$ cat config.mk
export PLATFORM = sky130hd
export DESIGN_NAME = ssc_mod_ctrl
export DESIGN_NICKNAME = d
export VERILOG_FILES = /design/src/rtl/ssc_pkg.sv /design/src/rtl/ssc_ctrl_reg.sv /design/src/rtl/ssc_status_flags.sv /design/src/rtl/ssc_triangle_gen.sv /design/src/rtl/ssc_mod_ctrl.sv
export SDC_FILE = /design/constraint.sdc
export NUM_CORES = 1
export LEC_CHECK = 0
export BUFFER_PORTS_ARGS = -buffer_cell sky130_fd_sc_hd__buf_2
export CORE_MARGIN = 2
export CORE_UTILIZATION = 35
export DETAILED_ROUTE_END_ITERATION = 10
export PLACE_DENSITY = 0.51
export SYNTH_ARGS = -nofsm -noshare
export SYNTH_HDL_FRONTEND = slang
export SYNTH_SLANG_ARGS = --single-unit
$ cat constraint.sdc
create_clock -name clk -period 43.4 [get_ports clk]
set_input_delay 8.68 -clock clk [delete_from_list [all_inputs] [get_ports clk]]
set_output_delay 8.68 -clock clk [all_outputs]
set_load 0.1 [all_outputs]
$ cat src/rtl/ssc_pkg.sv
// Package: shared types and constants for the spread-spectrum controller.
// Assumes one clock domain (the reference clock) for register and profile.
package ssc_pkg;

    typedef enum logic [1:0] {
        AMP_OFF  = 2'b00,
        AMP_PCT1 = 2'b01,
        AMP_PCT2 = 2'b10,
        AMP_PCT4 = 2'b11
    } amp_code_e;

    localparam int CODE_LSB    = 4;
    localparam int REG_W       = 8;
    localparam logic [REG_W-1:0] CODE_MASK = 8'h30;
    localparam int PHASE_W     = 4;   // 16 phases per modulation period
    localparam int NUM_FLAGS   = 2;   // index 0 = lock, index 1 = osc ok

endpackage

$ cat src/rtl/ssc_ctrl_reg.sv
// Module: ssc_ctrl_reg
// Holds the amplitude-select control byte. A write is accepted only when
// protection is off and the PLL is the selected clock. Emits a one-cycle
// pulse for every accepted write so the status flags can be cleared.
// Assumes the write port runs on the same clock as the profile generator.
module ssc_ctrl_reg
    import ssc_pkg::*;
(
    input  logic             clk,
    input  logic             rst_n,
    input  logic             wr_en,
    input  logic [REG_W-1:0] wr_data,
    input  logic             prot_on,
    input  logic             pll_sel,
    output logic [REG_W-1:0] rd_data,
    output amp_code_e        amp_code,
    output logic             wr_accept
);

    logic [REG_W-1:0] reg_q;

    // Write gating: both conditions must allow the write.
    always_comb wr_accept = wr_en && !prot_on && pll_sel;

    // Control byte storage; only the code field is kept.
    always_ff @(posedge clk) begin
        if (!rst_n)
            reg_q <= '0;
        else if (wr_accept)
            reg_q <= wr_data & CODE_MASK;
    end

    // Read path and decoded code.
    always_comb begin
        rd_data  = reg_q;
        amp_code = amp_code_e'(reg_q[CODE_LSB +: 2]);
    end

    p_prot_block_r3: assert property (@(posedge clk) disable iff (!rst_n)
        (wr_en && prot_on) |=> $stable(reg_q));

    p_sel_block_r4: assert property (@(posedge clk) disable iff (!rst_n)
        (wr_en && !pll_sel) |=> $stable(reg_q));

    p_fixed_zero_r2: assert property (@(posedge clk) disable iff (!rst_n)
        wr_accept |=> ((rd_data & ~CODE_MASK) == '0));

endmodule

$ cat src/rtl/ssc_status_flags.sv
// Module: ssc_status_flags
// A bank of sticky status bits. Each bit is set by its own external pulse
// and all bits are cleared together by the clear pulse, which wins.
// Assumes set and clear pulses are synchronous to clk.
module ssc_status_flags
    import ssc_pkg::*;
#(
    parameter int N_FLAGS = NUM_FLAGS
) (
    input  logic               clk,
    input  logic               rst_n,
    input  logic               clr,
    input  logic [N_FLAGS-1:0] set,
    output logic [N_FLAGS-1:0] flags
);

    for (genvar i = 0; i < N_FLAGS; i++) begin : g_flag
        logic flag_q;

        // One status bit: clear has priority over set, else hold.
        always_ff @(posedge clk) begin
            if (!rst_n)
                flag_q <= 1'b0;
            else if (clr)
                flag_q <= 1'b0;
            else if (set[i])
                flag_q <= 1'b1;
        end

        assign flags[i] = flag_q;

        p_clear_wins_r5: assert property (@(posedge clk) disable iff (!rst_n)
            clr |=> !flag_q);

        p_set_rises_r6: assert property (@(posedge clk) disable iff (!rst_n)
            (set[i] && !clr) |=> flag_q);

        p_hold_r6: assert property (@(posedge clk) disable iff (!rst_n)
            (!set[i] && !clr) |=> $stable(flag_q));
    end

endmodule

$ cat src/rtl/ssc_triangle_gen.sv
// Module: ssc_triangle_gen
// Produces a signed divider offset that follows a 16-step triangle at the
// reference clock rate. The peak is a coded percentage of the nominal
// divider. The output is zero while modulation is off, and the phase restarts
// whenever the code changes.
// Assumes div_nom is quasi-static; a change simply rescales the next steps.
module ssc_triangle_gen
    import ssc_pkg::*;
#(
    parameter int DIV_W = 10
) (
    input  logic                    clk,
    input  logic                    rst_n,
    input  amp_code_e               amp_code,
    input  logic [DIV_W-1:0]        div_nom,
    output logic signed [DIV_W:0]   offset
);

    localparam int OFS_W  = DIV_W + 1;
    localparam int PROD_W = DIV_W + 3;

    amp_code_e           code_prev;
    logic [PHASE_W-1:0]  phase_q;
    logic [DIV_W-1:0]    peak;
    logic [2:0]          step_mag;
    logic                step_neg;
    logic [PROD_W-1:0]   scaled;
    logic signed [OFS_W-1:0] mag_s;
    logic signed [OFS_W-1:0] step_val;
    logic                restart;
    logic [PHASE_W:0]    ph_ext;

    // Peak amplitude from the code: 1%, 2% or 4% of the nominal divider.
    always_comb begin
        unique case (amp_code)
            AMP_PCT1: peak = div_nom / DIV_W'(100);
            AMP_PCT2: peak = div_nom / DIV_W'(50);
            AMP_PCT4: peak = div_nom / DIV_W'(25);
            default:  peak = '0;
        endcase
    end

    // Triangle step index for the current phase, as sign and magnitude.
    always_comb begin
        ph_ext = {1'b0, phase_q};
        if (ph_ext <= 5'd4) begin
            step_mag = 3'(ph_ext);
            step_neg = 1'b0;
        end else if (ph_ext <= 5'd8) begin
            step_mag = 3'(5'd8 - ph_ext);
            step_neg = 1'b0;
        end else if (ph_ext <= 5'd12) begin
            step_mag = 3'(ph_ext - 5'd8);
            step_neg = 1'b1;
        end else begin
            step_mag = 3'(5'd16 - ph_ext);
            step_neg = 1'b1;
        end
    end

    // Offset value: magnitude peak*|k|/4, then sign applied (rounds toward zero).
    always_comb begin
        scaled   = (PROD_W'(peak) * PROD_W'(step_mag)) >> 2;
        mag_s    = OFS_W'(scaled);
        step_val = step_neg ? -mag_s : mag_s;
    end

    // Restart when modulation is off or the code just changed.
    always_comb restart = (amp_code == AMP_OFF) || (amp_code != code_prev);

    // Phase counter, previous code and registered offset output.
    always_ff @(posedge clk) begin
        if (!rst_n) begin
            code_prev <= AMP_OFF;
            phase_q   <= '0;
            offset    <= '0;
        end else begin
            code_prev <= amp_code;
            if (restart) begin
                phase_q <= PHASE_W'(1);
                offset  <= '0;
            end else begin
                phase_q <= phase_q + PHASE_W'(1);
                offset  <= step_val;
            end
        end
    end

    p_off_zero_r7: assert property (@(posedge clk) disable iff (!rst_n)
        (amp_code == AMP_OFF) |=> (offset == '0));

    p_restart_r10: assert property (@(posedge clk) disable iff (!rst_n)
        (amp_code != code_prev) |=> (offset == '0 && phase_q == PHASE_W'(1)));

    p_upper_half_r9: assert property (@(posedge clk) disable iff (!rst_n)
        (!restart && phase_q >= PHASE_W'(1) && phase_q <= PHASE_W'(7))
            |=> !offset[OFS_W-1]);

    p_lower_half_r9: assert property (@(posedge clk) disable iff (!rst_n)
        (!restart && phase_q >= PHASE_W'(9)) |=> (offset <= 0));

endmodule

$ cat src/rtl/ssc_mod_ctrl.sv
// Module: ssc_mod_ctrl (top)
// Spread-spectrum PLL modulation controller: protected amplitude register,
// lock / oscillator-good status bits cleared by accepted writes, and a
// triangle offset generator on the reference clock.
// Assumes a single reference clock and synchronous active-low reset.
module ssc_mod_ctrl
    import ssc_pkg::*;
#(
    parameter int DIV_W = 10
) (
    input  logic                  clk,
    input  logic                  rst_n,
    input  logic                  wr_en,
    input  logic [7:0]            wr_data,
    output logic [7:0]            rd_data,
    input  logic                  prot_on,
    input  logic                  pll_sel,
    input  logic                  lock_set,
    input  logic                  oscok_set,
    output logic                  lock_flag,
    output logic                  oscok_flag,
    input  logic [DIV_W-1:0]      div_nom,
    output logic signed [DIV_W:0] fm_offset
);

    amp_code_e              amp_code;
    logic                   wr_accept;
    logic [NUM_FLAGS-1:0]   flag_set;
    logic [NUM_FLAGS-1:0]   flag_val;

    // Gather status set pulses into the flag bank order.
    always_comb flag_set = {oscok_set, lock_set};

    ssc_ctrl_reg u_reg (
        .clk       (clk),
        .rst_n     (rst_n),
        .wr_en     (wr_en),
        .wr_data   (wr_data),
        .prot_on   (prot_on),
        .pll_sel   (pll_sel),
        .rd_data   (rd_data),
        .amp_code  (amp_code),
        .wr_accept (wr_accept)
    );

    ssc_status_flags #(.N_FLAGS(NUM_FLAGS)) u_flags (
        .clk   (clk),
        .rst_n (rst_n),
        .clr   (wr_accept),
        .set   (flag_set),
        .flags (flag_val)
    );

    ssc_triangle_gen #(.DIV_W(DIV_W)) u_tri (
        .clk      (clk),
        .rst_n    (rst_n),
        .amp_code (amp_code),
        .div_nom  (div_nom),
        .offset   (fm_offset)
    );

    // Status outputs from the flag bank.
    always_comb begin
        lock_flag  = flag_val[0];
        oscok_flag = flag_val[1];
    end

    p_reset_quiet_r1: assert property (@(posedge clk)
        !rst_n |=> (rd_data == '0 && !lock_flag && !oscok_flag && fm_offset == '0));

endmodule

# Word-level counts from Yosys, hierarchy flattened

Cells that the tools add are included.

Bits in registers: 21
Input bits: 25
Output and inout port bits: 21
Logic and storage cells: 39

$add $sub $neg: 5
Multiply operators: 1
Div/mod/pow operators: 3
$lt $le $gt $ge: 3
Equal/unequal tests: 4
Multiplexer cells: 8
Bitwise logic cells: 1
Reductions and logical operators: 7

Operators by type and width:

| cell                                                | count |
|---|---|
| case mux 10 bit (3 select lines)                    | 1 |
| multiplier 10 x 3 -> 13 bit                         | 1 |
| two-way mux 11 bit                                  | 1 |
| negation 11 bit                                     | 1 |
| divider 10 x 5 -> 10 bit, second input constant     | 1 |
| divider 10 x 6 -> 10 bit, second input constant     | 1 |
| divider 10 x 7 -> 10 bit, second input constant     | 1 |
| two-way mux 3 bit                                   | 3 |
| <= comparator 4 bit, second input constant          | 2 |
| subtractor 1 x 3 -> 3 bit, first input constant     | 2 |
| adder 4 x 1 -> 4 bit, second input constant         | 1 |
| equality test 2 bit, second input constant          | 2 |
| <= comparator 4 x 3 -> 1 bit, second input constant | 1 |
| OR reduction 2 bit                                  | 2 |
| two-way mux 1 bit                                   | 3 |
| subtractor 3 x 1 -> 3 bit, second input constant    | 1 |
| equality test 2 x 1 -> 1 bit, second input constant | 1 |
| logical AND 1 bit                                   | 2 |
| logical NOT 2 bit                                   | 1 |
| inequality test 2 bit                               | 1 |
| logical NOT 1 bit                                   | 1 |
| logical OR 1 bit                                    | 1 |
| NOT 1 bit                                           | 1 |

# Depth between registers and ports, before layout

Depth in word-level cells: 7
Depth in mapped cells: 58
Depth with buffers taken out: 55

# Hierarchy

Synthesis repeated with hierarchy kept, for this count alone.

Cell total of the unflattened synthesis: 455
Area, all modules: 3595.9 µm²

Modules (own cells, without submodules):

| module           | instances | cells an instance | area each (µm²) | sequential area each (µm²) |
|---|---|---|---|---|
| ssc_triangle_gen | 1         | 427               | 3359.5          | 340.3 |
| ssc_ctrl_reg     | 1         | 19                | 152.6           | 40.0 |
| ssc_status_flags | 1         | 9                 | 83.8            | 40.0 |

# Least setup slack after synthesis

Ideal clock, no wire load.

Path type: input to register
Start: input port div_nom[9]
End: register u_tri.offset[10]
Library setup time: 122 ps
Data arrival time: 19674 ps
Data required time: 43278 ps
Setup slack: 23604 ps
Stages: 52
Path buffers: 3
Cells stage by stage: clkbuf_1 > ha_1 > nand3_1 > a211oi_2 > or2_4 > mux2_4 > ha_1 > o211ai_1 > a21oi_1 > or2_0 > buf_2 > mux2_2 > ha_1 > nor4b_1 > a41oi_1 > nand2_1 > mux2_2 > ha_1 > (+16 left out) > a21o_1 > a21o_1 > a21o_1 > a21oi_1 > o21ai_0 > o31ai_1 > fa_1 > inv_1 > ha_1 > fa_1 > a21o_1 > a21oi_1 > nor2_1 > o21ai_0 > a22oi_1 > a2111oi_1 > a21boi_0 > nand3b_1

Cells in the longest elaborated chain, start to end: 5
Elaborated cells between the ends (all ways): 7
Those cells by class: add/sub (1); mul (1); div (3); mux (2)

RTL lines:

| what                                             | line                   | text |
|---|---|---|
| start, declared                                  | ssc_mod_ctrl.sv:22     | `input logic [DIV_W-1:0] div_nom,` |
| divider 10 x 5 -> 10 bit (tied with other cells) | ssc_triangle_gen.sv:38 | `AMP_PCT4: peak = div_nom / DIV_W'(25);` |
| case mux 10 bit (3 select lines) (*)             | ssc_triangle_gen.sv:35 | `unique case (amp_code)` |
| multiplier 10 x 3 -> 13 bit (*)                  | ssc_triangle_gen.sv:63 | `scaled = (PROD_W'(peak) * PROD_W'(step_mag)) >> 2;` |
| negation 11 bit                                  | ssc_triangle_gen.sv:65 | `step_val = step_neg ? -mag_s : mag_s;` |
| two-way mux 11 bit (*)                           | ssc_triangle_gen.sv:65 |  |
| end signal, assigned                             | ssc_triangle_gen.sv:84 | `offset <= step_val;` |
| end, declared                                    | ssc_triangle_gen.sv:16 | `output logic signed [DIV_W:0] offset` |

Every way passes the cells marked *; elsewhere a longest branch is shown, timed or not.
A chain may end at the register's enable or synchronous reset.

# Final worst setup path

Same ends and word-level chain as after synthesis.

==> results_dict.tcl <==
set metrics [dict create \
    yosysWarningCount 0 \
    core_mm2 0.0107 \
    clk_latency_ns 0.25 \
    dp_hpwl_mm 6.92 \
    io_buffers 33 \
    worst_pin_slew_ns 0.688 \
    timing.fmax_ghz 0.0466 \
    m1WireLength_mm 4.45 \
    area_delta_synth_final_pct 8.81 \
    wirelength_mm 8.31 \
    final_common_cell "ha_1" \
    cts_tree "built" \
    yosysSeqAreaShare_pct 11.0 \
    grt_pass1_wl_mm 14.9 \
    nNetsFinal 614 \
    ys_types 73 \
    p_per_area_mw_per_mm2 25.0 \
    via_count 3425 \
    ioPinCount 46 \
    endpoint "u_tri.offset[10]$_SDFF_PP0_" \
    clock-sinks 21 \
    holdBufCountCts 0 \
    finalSetupViolCount 0 \
    netlist_area_mm2 0.00384 \
    fp.dieH_um 109 \
    setup.worst_path.class "input port to register" \
    grt_max_degree 27 \
    postCtsSetupRepairBufs 0 \
    crit_path_max_incr_delay_ns 0.60 \
    gp_congestion 0.840 \
    ys_seq_elements 21 \
    rrSetupSlack_ns 29.44 \
    rsz0062_at_grt "false" \
    total_power_uw 104 \
    synthTopCellsByArea "ha_1 18%, dfxtp_1 11%, fa_1 4.7%" \
    wl_met2_mm 3.68 \
    cap_violations 0 \
    grt-ovfl-total 0 \
    cts.reportedPaths.clkPinSlew_ns 0.07 \
    numCtsBuffers 3 \
    htree_levels 1 \
    rr_startpoint "u_reg.rd_data[5]$_SDFFE_PN0P_" \
    drt-initial-drc-count 155 \
    antenna_cells 0 \
    r2r-end "u_tri.offset[10]$_SDFF_PP0_" \
    min_period_ns 21.46 \
    period_share_pct 49.4 \
    initial_core_util_pct 35.7 \
    drt-pass1-iter-count 7 \
    die_area_mm2 0.0118 \
    cp_slowest_cell "a2111oi_1" \
    rows 38 \
    routed.top_layer "met4" \
    crit_arrival_ns 21.60 \
    yosys.area.top_type "ha_1" \
    cp_max_fo 12 \
    finish.utilization_pct 38.8 \
    detail-route-antenna-nets 0 \
    crit_top_cell "ha_1" \
    ir_worst_vdd_mv 0.0141 \
    synth_top_area_share_pct 17.6 \
    drc_errors 0 \
    rr_worst_depth 51 \
    fp.dieW_um 109 \
    hold_violations 0 \
    syn_area_per_cell_um2 7.78 \
    synth-main-ff-cell "dfxtp_1" \
    p_leak_nw 1.94 \
    setup-tns-final_ns 0 \
    async_flop_share_pct 0 \
    cts_buffer_depth 2 \
    outcome "finished, final reports clean" \
    netlist_instances 493 \
    worstSetupEndpointType "register" \
    required_ns 43.54 \
    cp-startpoint "div_nom[9]" \
    post_drt_via_cell_ratio 5.15 \
    drive_gt1_share_pct 13.7 \
    wl_per_cell_um 12.5 \
    clock_tree.root_cell "clkbuf_8" \
    start_kind "input port" \
    fin_skew_ns 0.00475 \
    antenna_found_initial 0 \
    grt_use_total_pct 14.9 \
    dr_wl_met3_um 162 \
    most-common-layout-cells "54 x ha_1, 47 x inv_1, 44 x nor2_1, 33 x buf_2, 27 x o21ai_0" \
    cts_resized 0 \
    grt_pass1_vias 3266 \
    min_path_type "register to register" \
    drv_slew 0 \
    relSlewSlack_pct 53.6 \
    synth_edf_count 0 \
]
[routing by layer]
layer  up-vias  global-route usage (%)
met5         -                       0
met3         2                   0.538
met1      1581                    21.8
met2        37                    25.4
li1       1805                       -
met4         0                    1.37
[per-stage QoR]
stage	hold slack (ns)	std cells	area [um^2]	worst slack, ns
floorplan	0.516	509	3900	23.60
global placement	0.449	661	4130	21.71
detailed placement	0.462	661	4130	21.67
CTS	0.479	665	4170	21.89
global route	0.519	665	4170	20.83
finish	0.470	665	4170	21.94
[power by group]
part	total, mW	leakage, nW	internal, mW	switching [mW]
registers	0.0199	0.170	0.0196	0.000302
clock network	0.0122	0.0255	0.00637	0.00579
logic	0.0724	1.74	0.0316	0.0408
total	0.104	1.94	0.0575	0.0469
[flip-flops by register name (all words and copies together), names as in the netlist]
| register | cells |
|---|---|
| u_tri.offset | 11 |
| u_tri.phase_q | 4 |
| u_flags.g_flag.flag_q | 2 |
| u_reg.rd_data | 2 |
| u_tri.code_prev | 2 |
[synthesized netlist by cell type, types with 13 or more instances]
library cell,count
ha_1,54
inv_1,47
nor2_1,44
o21ai_0,27
nand2_1,25
a21oi_1,23
dfxtp_1,21
xnor2_1,17
nand3_1,15
a21o_1,14
nor3_1,13
[cell type report]
| class | count | area [um^2] |
|---|---|---|
| fillers | 1157 | 6570 |
| multi-input cells | 418 | 3180 |
| flip-flops and latches | 21 | 420 |
| inverters | 48 | 180 |
| well taps | 140 | 175 |
| repair buffers | 34 | 173 |
| clock buffers | 3 | 41.3 |
| clock inverters | 1 | 5.00 |
[critical path: cells and delay by family]
family,cells,cell delay [ns]
compound gates,21,4.95
fa+ha+maj,9,2.87
simple gates,12,2.85
mux,5,1.87
buf+inv,3,0.37
[cells by family after synthesis]
| group | count (synthesis) | share of synthesized area, % |
|---|---|---|
| AND/OR/NAND/NOR | 152 | 20.6 |
| AO/OA/AOI/OAI | 130 | 23.7 |
| buffers and inverters | 70 | 7.73 |
| adder cells (fa/ha/maj) | 63 | 22.3 |
| XOR/XNOR | 29 | 6.62 |
| multiplexers | 26 | 7.93 |
| flip-flops | 21 | 11.0 |
| other | 2 | 0.196 |
[worst min path at each step]
stage | start | to | slack, ns | cells after the start
6_report | u_flags.g_flag[0].flag_q$_SDFFE_PP0P_ | u_flags.g_flag[0].flag_q$_SDFFE_PP0P_ | 0.47 | 2
3_5_place_dp | u_flags.g_flag[0].flag_q$_SDFFE_PP0P_ | u_flags.g_flag[0].flag_q$_SDFFE_PP0P_ | 0.46 | 2
5_1_grt | u_flags.g_flag[1].flag_q$_SDFFE_PP0P_ | u_flags.g_flag[1].flag_q$_SDFFE_PP0P_ | 0.52 | 2
4_1_cts | u_flags.g_flag[0].flag_q$_SDFFE_PP0P_ | u_flags.g_flag[0].flag_q$_SDFFE_PP0P_ | 0.48 | 2
2_1_floorplan | u_tri.phase_q[3]$_SDFF_PP0_ | u_tri.phase_q[3]$_SDFF_PP0_ | 0.52 | 2
3_3_place_gp | u_flags.g_flag[1].flag_q$_SDFFE_PP0P_ | u_flags.g_flag[1].flag_q$_SDFFE_PP0P_ | 0.45 | 2
Note: power is estimated with default switching activity, not from simulation.
